==> config.mk <==
export PLATFORM = sky130hd
export DESIGN_NAME = serial_rx_fifo3
export DESIGN_NICKNAME = d
export VERILOG_FILES = /design/src/rtl/srx_pkg.sv /design/src/rtl/srx_front.sv /design/src/rtl/srx_queue.sv /design/src/rtl/serial_rx_fifo3.sv
export SDC_FILE = /design/constraint.sdc
export NUM_CORES = 1
export LEC_CHECK = 0
export ABC_AREA = 1
export BUFFER_PORTS_ARGS = -buffer_cell sky130_fd_sc_hd__buf_4
export CORE_MARGIN = 3
export CORE_UTILIZATION = 45
export DETAILED_ROUTE_END_ITERATION = 8
export PLACE_DENSITY_LB_ADDON = 0.12
export SLEW_MARGIN = 20
export SYNTH_ARGS = -nofsm -noshare
export SYNTH_HDL_FRONTEND = slang
export SYNTH_SLANG_ARGS = --single-unit
==> constraint.sdc <==
create_clock -name clk -period 1.65 [get_ports clk]
set_input_delay 0.0825 -clock clk [delete_from_list [all_inputs] [get_ports clk]]
set_output_delay 0.0825 -clock clk [all_outputs]
set_load 0.1 [all_outputs]
==> src/rtl/srx_pkg.sv <==
package srx_pkg;

    typedef enum logic [1:0] {
        FE_IDLE  = 2'd0,
        FE_START = 2'd1,
        FE_DATA  = 2'd2,
        FE_STOP  = 2'd3
    } fe_state_e;

    typedef enum logic [1:0] {
        PAR_ODD   = 2'b00,
        PAR_EVEN  = 2'b01,
        PAR_MARK  = 2'b10,
        PAR_SPACE = 2'b11
    } par_kind_e;

    // Expected parity bit given the XOR of the data bits.
    function automatic logic par_expect(input logic data_odd, input par_kind_e kind);
        logic r;
        unique case (kind)
            PAR_ODD:   r = ~data_odd;
            PAR_EVEN:  r = data_odd;
            PAR_MARK:  r = 1'b1;
            default:   r = 1'b0;
        endcase
        return r;
    endfunction

endpackage

==> src/rtl/srx_front.sv <==
module srx_front
    import srx_pkg::*;
#(
    parameter int DATA_W = 8,
    parameter int OSR    = 16
) (
    input  logic              clk,
    input  logic              rst_n,
    input  logic              tick,
    input  logic              rx,
    input  logic              rx_en,
    input  logic              nine_en,
    output logic              frm_done,
    output logic [DATA_W-1:0] frm_data,
    output logic              frm_ninth,
    output logic              frm_stop
);

    localparam int SH_W  = DATA_W + 1;
    localparam int PH_W  = $clog2(OSR);
    localparam int IDX_W = $clog2(SH_W + 1);
    localparam logic [PH_W-1:0]  PH_MID = PH_W'(OSR / 2 - 1);
    localparam logic [PH_W-1:0]  PH_END = PH_W'(OSR - 1);
    localparam logic [IDX_W-1:0] LAST8  = IDX_W'(DATA_W - 1);
    localparam logic [IDX_W-1:0] LAST9  = IDX_W'(DATA_W);

    typedef struct packed {
        fe_state_e         st;
        logic [PH_W-1:0]   ph;
        logic [IDX_W-1:0]  idx;
        logic [SH_W-1:0]   shf;
        logic              nine;
        logic              rx_m;
        logic              rx_s;
        logic              rx_p;
        logic              done;
        logic [DATA_W-1:0] data;
        logic              ninth;
        logic              stop;
    } fe_t;

    fe_t q, d;

    always_comb begin
        d      = q;
        d.done = 1'b0;
        d.rx_m = rx;
        d.rx_s = q.rx_m;
        d.rx_p = q.rx_s;
        unique case (q.st)
            FE_IDLE: begin
                if (rx_en && q.rx_p && !q.rx_s) begin
                    d.st = FE_START;
                    d.ph = '0;
                end
            end
            FE_START: begin
                if (tick) begin
                    if (q.ph == PH_MID) begin
                        d.ph = '0;
                        if (q.rx_s) begin
                            d.st = FE_IDLE;
                        end else begin
                            d.st   = FE_DATA;
                            d.idx  = '0;
                            d.nine = nine_en;
                        end
                    end else begin
                        d.ph = q.ph + 1'b1;
                    end
                end
            end
            FE_DATA: begin
                if (tick) begin
                    if (q.ph == PH_END) begin
                        d.ph  = '0;
                        d.shf = {q.rx_s, q.shf[SH_W-1:1]};
                        d.idx = q.idx + 1'b1;
                        if (q.idx == (q.nine ? LAST9 : LAST8)) begin
                            d.st = FE_STOP;
                        end
                    end else begin
                        d.ph = q.ph + 1'b1;
                    end
                end
            end
            default: begin
                if (tick) begin
                    if (q.ph == PH_END) begin
                        d.ph    = '0;
                        d.st    = FE_IDLE;
                        d.done  = 1'b1;
                        d.stop  = q.rx_s;
                        d.data  = q.nine ? q.shf[DATA_W-1:0] : q.shf[SH_W-1:1];
                        d.ninth = q.nine ? q.shf[SH_W-1] : 1'b0;
                    end else begin
                        d.ph = q.ph + 1'b1;
                    end
                end
            end
        endcase
    end

    always_ff @(posedge clk) begin
        if (!rst_n) begin
            q       <= '0;
            q.st    <= FE_IDLE;
            q.rx_m  <= 1'b1;
            q.rx_s  <= 1'b1;
            q.rx_p  <= 1'b1;
        end else begin
            q <= d;
        end
    end

    assign frm_done  = q.done;
    assign frm_data  = q.data;
    assign frm_ninth = q.ninth;
    assign frm_stop  = q.stop;

endmodule

==> src/rtl/srx_queue.sv <==
module srx_queue #(
    parameter int W     = 9,
    parameter int DEPTH = 3
) (
    input  logic         clk,
    input  logic         rst_n,
    input  logic         push,
    input  logic [W-1:0] wdata,
    input  logic         pop,
    output logic [W-1:0] rdata,
    output logic         full,
    output logic         empty
);

    localparam int PTR_W = (DEPTH > 1) ? $clog2(DEPTH) : 1;
    localparam int CNT_W = $clog2(DEPTH + 1);
    localparam logic [PTR_W-1:0] PTR_LAST = PTR_W'(DEPTH - 1);
    localparam logic [CNT_W-1:0] CNT_FULL = CNT_W'(DEPTH);

    typedef struct packed {
        logic [DEPTH-1:0][W-1:0] mem;
        logic [PTR_W-1:0]        head;
        logic [PTR_W-1:0]        tail;
        logic [CNT_W-1:0]        cnt;
    } qs_t;

    qs_t q, d;

    function automatic logic [PTR_W-1:0] bump(input logic [PTR_W-1:0] p);
        return (p == PTR_LAST) ? '0 : p + 1'b1;
    endfunction

    logic do_push, do_pop;

    always_comb begin
        d       = q;
        do_push = push && (q.cnt != CNT_FULL);
        do_pop  = pop && (q.cnt != '0);
        if (do_push) begin
            d.mem[q.tail] = wdata;
            d.tail        = bump(q.tail);
        end
        if (do_pop) begin
            d.head = bump(q.head);
        end
        unique case ({do_push, do_pop})
            2'b10:   d.cnt = q.cnt + 1'b1;
            2'b01:   d.cnt = q.cnt - 1'b1;
            default: d.cnt = q.cnt;
        endcase
    end

    always_ff @(posedge clk) begin
        if (!rst_n) begin
            q <= '0;
        end else begin
            q <= d;
        end
    end

    assign empty = (q.cnt == '0);
    assign full  = (q.cnt == CNT_FULL);
    assign rdata = empty ? '0 : q.mem[q.head];

endmodule

==> src/rtl/serial_rx_fifo3.sv <==
module serial_rx_fifo3
    import srx_pkg::*;
#(
    parameter int DATA_W = 8,
    parameter int OSR    = 16,
    parameter int DEPTH  = 3
) (
    input  logic              clk,
    input  logic              rst_n,
    input  logic              tick,
    input  logic              rx,
    input  logic              rx_en,
    input  logic              extra_en,
    input  logic              par_en,
    input  logic [1:0]        par_type,
    input  logic              mp_en,
    input  logic              rd_stb,
    input  logic              flag_clr,
    input  logic              ovr_clr,
    input  logic              perr_clr,
    output logic [DATA_W-1:0] rd_data,
    output logic              rd_xbit,
    output logic              rx_flag,
    output logic              ovr_flag,
    output logic              perr_flag
);

    localparam int ENT_W = DATA_W + 1;

    logic              frm_done;
    logic [DATA_W-1:0] frm_data;
    logic              frm_ninth;
    logic              frm_stop;

    logic              push;
    logic              push_xbit;
    logic [ENT_W-1:0]  fifo_rdata;
    logic              fifo_full;
    logic              fifo_empty;

    srx_front #(
        .DATA_W (DATA_W),
        .OSR    (OSR)
    ) u_front (
        .clk       (clk),
        .rst_n     (rst_n),
        .tick      (tick),
        .rx        (rx),
        .rx_en     (rx_en),
        .nine_en   (extra_en | par_en),
        .frm_done  (frm_done),
        .frm_data  (frm_data),
        .frm_ninth (frm_ninth),
        .frm_stop  (frm_stop)
    );

    srx_queue #(
        .W     (ENT_W),
        .DEPTH (DEPTH)
    ) u_queue (
        .clk   (clk),
        .rst_n (rst_n),
        .push  (push),
        .wdata ({push_xbit, frm_data}),
        .pop   (rd_stb),
        .rdata (fifo_rdata),
        .full  (fifo_full),
        .empty (fifo_empty)
    );

    typedef struct packed {
        logic rxf;
        logic ovr;
        logic perr;
    } flags_t;

    flags_t q, d;
    logic   good_frame;
    logic   ovr_hit;
    logic   perr_hit;
    logic   flag_set;

    always_comb begin
        good_frame = frm_done && frm_stop;
        push       = good_frame && !fifo_full;
        ovr_hit    = good_frame && fifo_full;
        push_xbit  = (extra_en && !par_en) ? frm_ninth : frm_stop;
        perr_hit   = good_frame && par_en &&
                     (frm_ninth != par_expect(^frm_data, par_kind_e'(par_type)));
        flag_set   = push && (!mp_en || push_xbit);

        d      = q;
        d.rxf  = flag_set || (q.rxf && !(flag_clr && fifo_empty));
        d.ovr  = ovr_hit  || (q.ovr && !ovr_clr);
        d.perr = perr_hit || (q.perr && !perr_clr);
    end

    always_ff @(posedge clk) begin
        if (!rst_n) begin
            q <= '0;
        end else begin
            q <= d;
        end
    end

    assign rd_data   = fifo_rdata[DATA_W-1:0];
    assign rd_xbit   = fifo_rdata[DATA_W];
    assign rx_flag   = q.rxf;
    assign ovr_flag  = q.ovr;
    assign perr_flag = q.perr;

endmodule

# Word-level counts from Yosys, hierarchy flattened
# Cells that the tools add are included.
dict set report word_totals {
  regBits 70
  latchBits 0
  mem_bits_rw 0
  rom_bits 0
  output_inout_bits 12
  wordCells 132
  mem_count 0
}
dict set report op_classes {
  n_addsub 6
  n_mul 0
  n_div 0
  order_cmp 3
  eq_ne 21
  shifts 0
  n_mux 31
  n_bitwise 6
  reduce_logical 44
}
# cell n
set op_table {}
lappend op_table {{$bwmux 27} 1}
lappend op_table {{$mux 9} 3}
lappend op_table {{$mux 4} 5}
lappend op_table {{$mux 19} 1}
lappend op_table {{$bmux 9 s2} 1}
lappend op_table {{$demux 9 s2} 1}
lappend op_table {{$pmux 6 s3} 1}
lappend op_table {{$logic_and 1x1->1} 16}
lappend op_table {{$mux 2} 7}
lappend op_table {{$mux 13} 1}
lappend op_table {{$eq 2x2->1 const B} 6}
lappend op_table {{$mux 6} 2}
lappend op_table {{$mux 11} 1}
lappend op_table {{$mux 10} 1}
lappend op_table {{$add 4x1->4 const B} 2}
lappend op_table {{$mux 8} 1}
lappend op_table {{$ne 2x1->1 const B} 4}
lappend op_table {{$ne 2x2->1 const B} 4}
lappend op_table {{$pmux 4 s2} 1}
lappend op_table {{$reduce_and 4->1} 2}
lappend op_table {{$reduce_and 8->1} 1}
lappend op_table {{$reduce_bool 2->1} 4}
lappend op_table {{$reduce_xor 8->1} 1}
lappend op_table {{$logic_not 1->1} 7}
lappend op_table {{21 further kinds} 37}

# Depth between registers and ports, before layout
# Gate-level depths: netlist (run 1).
dict set report depth {
  word_depth 6
  depth_mapped 11
  mapped_depth_nobuf 11
}

# Cells and area by module
# A second synthesis (run 1) with hierarchy kept.
dict set report unflattened {
  cells_unflattened 573
  area_unflattened_um2 3812.4
}
# module instances cells_per_inst area_per_inst_um2 seq_area_each_um2
set modules_own_cells {}
lappend modules_own_cells {srx_queue 1 268 1759.2 660.6}
lappend modules_own_cells {srx_front 1 229 1677.9 680.7}
lappend modules_own_cells {serial_rx_fifo3 1 76 375.4 60.1}

# Least setup slack after synthesis (run 1)
# Ideal clock, no wire load.
dict set report synth_timing {
  kind {register to output}
  start {register u_queue.q[4] (netlist name)}
  end {output port rd_data[5]}
  arrival_ns 1.478
  path_slack_ns 0.089
  path_stages_with_launch 7
  path_buffers 0
  cell_sequence {dfxtp_1 -> inv_1 -> nor2_1 -> clkinv_1 -> o22ai_1 -> o21ai_0 -> inv_1}
}
dict set report synth_via {
  elab_chain_len 3
}
# item line
set synth_lines {}
lappend synth_lines {{start, declared} srx_queue.sv:27} ;# qs_t q, d;
lappend synth_lines {{start signal, assigned} srx_queue.sv:55} ;# q <= '0;
lappend synth_lines {{start signal, assigned} srx_queue.sv:57} ;# q <= d;
lappend synth_lines {{$bmux 9 s2} srx_queue.sv:63} ;# assign rdata = empty ? '0 : q.mem[q.head];
lappend synth_lines {{$mux 9 (not written as such)} srx_queue.sv:63}
lappend synth_lines {{$mux 9} srx_queue.sv:63}
lappend synth_lines {{end, declared} serial_rx_fifo3.sv:21} ;# output logic [DATA_W-1:0] rd_data,
# Every way passes these cells. The select of a mux whose other input is x is not followed.

# Worst setup path after layout (run 1)
dict set report layout_timing {
  start {register u_queue.q[4] (netlist name)}
  end {output port rd_data[3]}
}
# Same word-level chain as after synthesis.

==> results of run 1 <==
## worst max path at each step
stage	from	endpoint
global placement	u_front.frm_stop$_SDFFE_PN0P_	u_queue.q[1]$_SDFFE_PN0P_
finish	u_queue.q[4]$_SDFFE_PN0P_	rd_data[3]
floorplan	u_queue.q[4]$_SDFFE_PN0P_	rd_data[5]
detailed placement	u_front.q[29]$_SDFFE_PN0P_	u_front.frm_ninth$_SDFFE_PN0P_
global route	u_queue.q[5]$_SDFFE_PN0P_	rd_data[2]
CTS	u_queue.q[4]$_SDFFE_PN0P_	rd_data[5]
## cells by family after synthesis
group                    synth area share (%)
AO/OA/AOI/OAI                           24.11
AND/OR/NAND/NOR                         18.72
buffers and inverters                   12.19
flip-flops                              42.52
XOR/XNOR                                1.329
adder cells (fa/ha/maj)                 1.139
## worst max-delay path: cells and delay by family, from the launching register on
kind / cells / cell delay, ns
AO/OA/AOI/OAI: 1 / 0.09
buffers and inverters: 4 / 0.45
flip-flops: 1 / 0.36
AND/OR/NAND/NOR: 2 / 0.26
## flip-flops by register name, summed over array words and instances, names as in the netlist, 2 cells and up
register and cells:
u_front.q 21, u_front.d 2, u_front.frm_data 8, u_queue.q 33
## what timing repair did
| action | CTS | global route |
|---|---|---|
| pin swaps | 1 | 8 |
| gates resized for setup | 29 | 41 |
| hold buffers | 3 | 0 |
| hold endpoints to repair | 3 | 0 |
| endpoints found under the setup margin | 8 | 24 |
| gates cloned | 1 | 2 |
| setup buffers | 0 | 7 |
## power by group
part           leakage, nW  switching [mW]  internal (mW)  total, mW
Clock                0.106           0.621          0.774       1.39
Combinational         1.04           0.271          0.163      0.434
Sequential           0.569          0.0585           1.72       1.78
Total                 1.71           0.950           2.66       3.61
## per-stage QoR
| stage | util [%] | area [um2] | setup TNS [ns] | std cells |
|---|---|---|---|---|
| 2_1_floorplan | - | 3296 | 0 | 454 |
| 3_3_place_gp | 52.25 | 3628 | 0 | 570 |
| 3_5_place_dp | 52.25 | 3628 | 0 | 570 |
| 4_1_cts | 56.99 | 3958 | -0.0001508 | 590 |
| 5_1_grt | 60.31 | 4188 | -0.1685 | 599 |
| 6_report | 60.31 | 4188 | 0 | 599 |
## cells in the final DEF, fill, tap and decap left out, types with 11 or more instances in the layout
master    count
buf_12       11
buf_4        30
dfxtp_1      62
nand2_1      52
o21ai_0      41
inv_1        71
o21ai_1      18
nor2_1       36
a21oi_1      65
clkbuf_8     11
## layer usage
| metal | up-vias | GRT usage (%) | part of all wire (%) |
|---|---|---|---|
| li1 | 1572 | - | - |
| met1 | 1352 | 23.12 | 47 |
| met2 | 40 | 28.42 | 48 |
| met3 | 11 | 3.065 | 2.7 |
| met4 | 0 | 7.915 | 1.7 |
| met5 | - | 0 | 0 |
## cell type report
class                      count  area share (%)
multi-input combinational    286           37.77
sequential                    70           33.82
timing repair buffer          47           12.82
inverter                      83           7.738
clock buffer                  12           3.705
tap                           96           2.868
clock inverter                 4           1.076
timing repair inverter         1          0.2091
==> results_dict.tcl, run 1 <==
set metrics [dict create \
    yosys.area.top_type_share_pct 42.52 \
    htreeDepth 3 \
    total_power_mw 3.609 \
    via_per_inst 4.967 \
    root_buffer "clkbuf_8" \
    synthFlopType "dfxtp_1" \
    path_class "reg -> out" \
    power_leakage_nw 1.713 \
    p_per_area_nw_per_um2 861.9 \
    reg2reg_slack_ns 0.10 \
    dpl.hpwl_um 4772 \
    peakVddDrop_v 0.0006420 \
    cap_violations 0 \
    drt_pass1_iterations 4 \
    drc_errors 0 \
    synthTopCellsByCount "inv_1 (73), dfxtp_1 (70), a21oi_1 (65)" \
    multi_input_area_um2 1582 \
    synth_top_cell_by_area "dfxtp_1" \
    ant_nets 0 \
    synth.yosys.warnings 0 \
    cts_buffer_depth 2 \
    drt_wl_total_um 7222 \
    port_buffers 25 \
    gp_congestion 0.8091 \
    fin_worst_skew_ns 0.005859 \
    r2r_start "u_front.q[29]$_SDFFE_PN0P_" \
    async_flop_share_pct 0 \
    first_global_vias 2734 \
    grt_pass1_wl_um 12250 \
    nets 515 \
    groute.usage.overall_pct 17.70 \
    synth_edf_count 0 \
    worst_hold_slack_ns 0.02013 \
    synthTopCellsByArea "dfxtp_1 (43%), a21oi_1 (9.9%), inv_1 (8.3%)" \
    path_clk_slew_ns 0.07 \
    syn_inst 454 \
    cp_slowest_cell "dfxtp_2" \
    required_ns 1.57 \
    antenna_found_initial 0 \
    worstMarginPinSlew_ns 0.4585 \
    drtIter0Drc 124 \
    grt_overflow 0 \
    cp_max_fo 5 \
    fp.dieH_um 91.58 \
    reg2regPathDepth 9 \
    clk_latency_ns 0.33 \
    start_util_pct 47.46 \
    synth.avg_cell_area_um2 7.259 \
    core_area_um2 6944 \
    vias 2975 \
    relSlewSlack_pct 69.25 \
    critPathCaptureType "primary output" \
    antenna_cells 0 \
    slew_viol_final 0 \
    setup_ws_ns 0.06484 \
    synth_area_um2 3296 \
    die-area_um2 8387 \
    crit_chain "inv_4 > nor2_4 > clkinv_4 > nor2_1 > o21ai_0 > inv_1 > buf_12" \
    ys_seq_elements 70 \
    crit_path_start_kind "flip-flop" \
    post-place-ws_ns 0.04379 \
    finalHoldViolations 0 \
    setup_viol 0 \
    min-delay-start "mp_en" \
    wl_per_cell_um 12.06 \
    rsz0062_at_grt "yes" \
    pin_count 26 \
    synth_seq_area_share_pct 42.52 \
    synth_cell_types 40 \
    fin_crit_sh_pct 96.07 \
    cpPeakStageDelay_ns 0.36 \
    register_area_um2 1416 \
    hp-class "in -> reg" \
    cts_tree "built" \
    status "finished, final reports clean" \
    rows 30 \
    synth.most_common_cell "inv_1" \
    syn_to_final_growth_pct 27.07 \
    regToRegEndpoint "u_front.frm_data[6]$_SDFFE_PN0P_" \
    nFillCells 613 \
    cts_sinks 70 \
    min_to "rx_flag$_SDFF_PN0_" \
    min_path_cells 4 \
    layout_min_cycle_time_ns 1.585 \
    cts_buffers 9 \
    grt_max_degree 51 \
    fmax_mhz 630.9 \
    crit_arrival_ns 1.50 \
    final_layout_size_suffix_gt1_share_pct 23.26 \
    synth_nets 471 \
    die_w_um 91.58 \
]
Note: power is estimated with default switching activity, not from simulation.
==> run 2, diff against run 1 <==
==> constraint.sdc (replaced) <==
create_clock -name clk -period 1.65 [get_ports clk]
set_input_delay 0.0825 -clock clk [delete_from_list [all_inputs] [get_ports clk]]
set_output_delay 0.0825 -clock clk [all_outputs]
set_load 0.01 [all_outputs]
==> run 2 against run 1 <==
  * Final cell count is 1.0% lower
  * Global-route usage hardly changed
  * Count of clock-buffer cells in the layout stayed put
  * Worst hold slack worse by 0.0063 ns
  * Clock skew is 0.0074 ns higher
  * Combinational power hardly changed
  * First-iteration DRC count grew 2.4%
  * Core utilization shrank 2.7 points
  * Final area shrank 4.5%
  * Critical endpoint is now u_front.frm_stop$_SDFFE_PN0P_
  * Die area did not move
  * Register-to-register slack gained 0.03 ns
  * Fmax grew 4.1%
==> results_dict.tcl, run 2 (synthesized netlist as in run 1, its figures left out) <==
set metrics [dict create \
    fmax_mhz 656.8 \
    drt_wl_total_um 7013 \
    post-place-ws_ns 0.06524 \
    fin_crit_sh_pct 92.27 \
    dpl_cell_area_um2 3628 \
    power_leakage_nw 1.668 \
    power_frac_seq_pct 47.9 \
    largest_reg_flops 33 \
    required_ns 1.92 \
    drtIter0Drc 127 \
    rows 30 \
    syn_to_final_growth_pct 21.37 \
    cts_buffers 9 \
    path_class "reg -> reg" \
    path_clk_slew_ns 0.07 \
    wl_per_cell_um 11.83 \
    setup_tns_ns 0 \
    setup_viol 0 \
    p_per_area_nw_per_um2 931.2 \
    layout_min_cycle_time_ns 1.523 \
    pin_count 26 \
    cts_tree "built" \
    layout_commonest_cell "inv_1" \
    hp-class "in -> reg" \
    drc_errors 0 \
    cp_slowest_cell "dfxtp_4" \
    htreeDepth 3 \
    rsz0062_at_grt "no" \
    vias 2890 \
    die-area_um2 8387 \
    crit_chain "ha_4 > nand2_4 > nor2_4 > inv_4 > nor3_4 > buf_12 > buf_4 > o21ai_1 > a21oi_1" \
    core_area_um2 6944 \
    dpl.hpwl_um 4731 \
    antenna_found_initial 0 \
    grt_max_degree 51 \
    worstMarginPinSlew_ns 0.4541 \
    slew_viol_final 0 \
    power.internal_mw 2.774 \
    port_buffers 25 \
    finalInstanceArea_um2 4000 \
    status "finished, final reports clean" \
    relSlewSlack_pct 69.72 \
    cpPeakStageDelay_ns 0.37 \
    grt_overflow 0 \
    critPathCaptureType "flip-flop" \
    ant_nets 0 \
    top_register "u_queue.q" \
    nets 509 \
    cts_buffer_depth 2 \
    start_util_pct 47.46 \
    clkPwrFrac_pct 40.5 \
    gp_congestion 0.8130 \
    cp_max_fo 6 \
    clk_latency_ns 0.34 \
    drt_pass1_iterations 4 \
    crit_path_start_kind "flip-flop" \
    final_cell_mix "inv_1 (71), a21oi_1 (65), dfxtp_1 (65), nand2_1 (54), o21ai_0 (46)" \
    cap_violations 0 \
    fin_worst_skew_ns 0.01322 \
    comb_power_share_pct 11.6 \
    via_per_inst 4.874 \
    grt_pass1_wl_um 12050 \
    switchingPower_uw 950.5 \
    root_buffer "clkbuf_8" \
    cts_sinks 70 \
    crit_arrival_ns 1.80 \
    die_w_um 91.58 \
    finalHoldViolations 0 \
    setup_ws_ns 0.1275 \
    final_layout_size_suffix_gt1_share_pct 19.92 \
    antenna_cells 0 \
    swShare_pct 25.52 \
    groute.usage.overall_pct 17.67 \
    first_global_vias 2696 \
    peakVddDrop_v 0.0007627 \
    fp.dieH_um 91.58 \
]
[run 2: changes by cell type in the layout (fill, tap and decap cells not counted), sizes merged]
| cell | before | now |
|---|---|---|
| clkbuf | 14 | 13 |
| bufinv | 1 | 3 |
| clkinv | 6 | 3 |
| dlygate4sd3 | 3 | 2 |
| buf | 42 | 39 |
[run 2: per-stage QoR]
step | hold WS, ns | utilization, % | std cells | power, mW
6_report | 0.01387 | 57.60 | 593 | 3.725
5_1_grt | 0.04464 | 57.60 | 593 | 3.892
4_1_cts | 0.004416 | 55.66 | 588 | 3.739
3_5_place_dp | 0.2780 | 52.25 | 570 | 2.237
3_3_place_gp | 0.2749 | 52.25 | 570 | 2.233
2_1_floorplan | 0.1891 | - | 454 | 2.152
[run 2: area by class of cell]
class	count	area, um2
timing repair buffer	42	375.4
fill	664	2944
tap	96	120.1
multi-input combinational	286	1549
clock buffer	12	145.1
inverter	83	330.3
clock inverter	4	70.07
sequential	70	1410
[run 2: timing repair]
action | in CTS | in global routing
endpoints found under the setup margin | 8 | 27
pin swaps | 0 | 4
setup buffers | 0 | 4
endpoints found under the hold margin | 2 | 0
hold buffers | 2 | 0
cloned | 0 | 1
resized for setup | 1 | 23
[run 2: final timing paths]
check	startpoint	to	slack, ns	depth (start not counted)
hold / removal	mp_en	rx_flag$_SDFF_PN0_	0.01	4
hold reg to reg	u_front.d[12]$_SDFF_PN1_	u_front.d[11]$_SDFF_PN1_	0.42	1
setup / recovery	u_front.q[28]$_SDFFE_PN0P_	u_front.frm_stop$_SDFFE_PN0P_	0.13	9
setup reg to reg	u_front.q[28]$_SDFFE_PN0P_	u_front.frm_stop$_SDFFE_PN0P_	0.13	9
[run 2: routing by layer]
metal	routed length (um)	vias to the layer above	track usage (%)
met5	0	-	0
met4	119	0	8.291
met3	218	10	3.231
met2	3243	40	27.69
met1	3432	1276	23.41
li1	-	1564	-
[run 2: worst max-delay path, delay by kind of cell (launching register included)]
kind            cells  cell delay, ns
simple gates        3            0.43
flops               1            0.37
buf+inv             3            0.33
compound gates      2            0.18
fa+ha+maj           1            0.15
[run 2: power by group through the flow]
stage	clock network, mW	registers (mW)	logic (mW)
2_1_floorplan	0	1.79	0.365
3_3_place_gp	0	1.81	0.419
3_5_place_dp	0	1.82	0.422
4_1_cts	1.53	1.78	0.428
5_1_grt	1.61	1.79	0.489
6_report	1.51	1.79	0.431
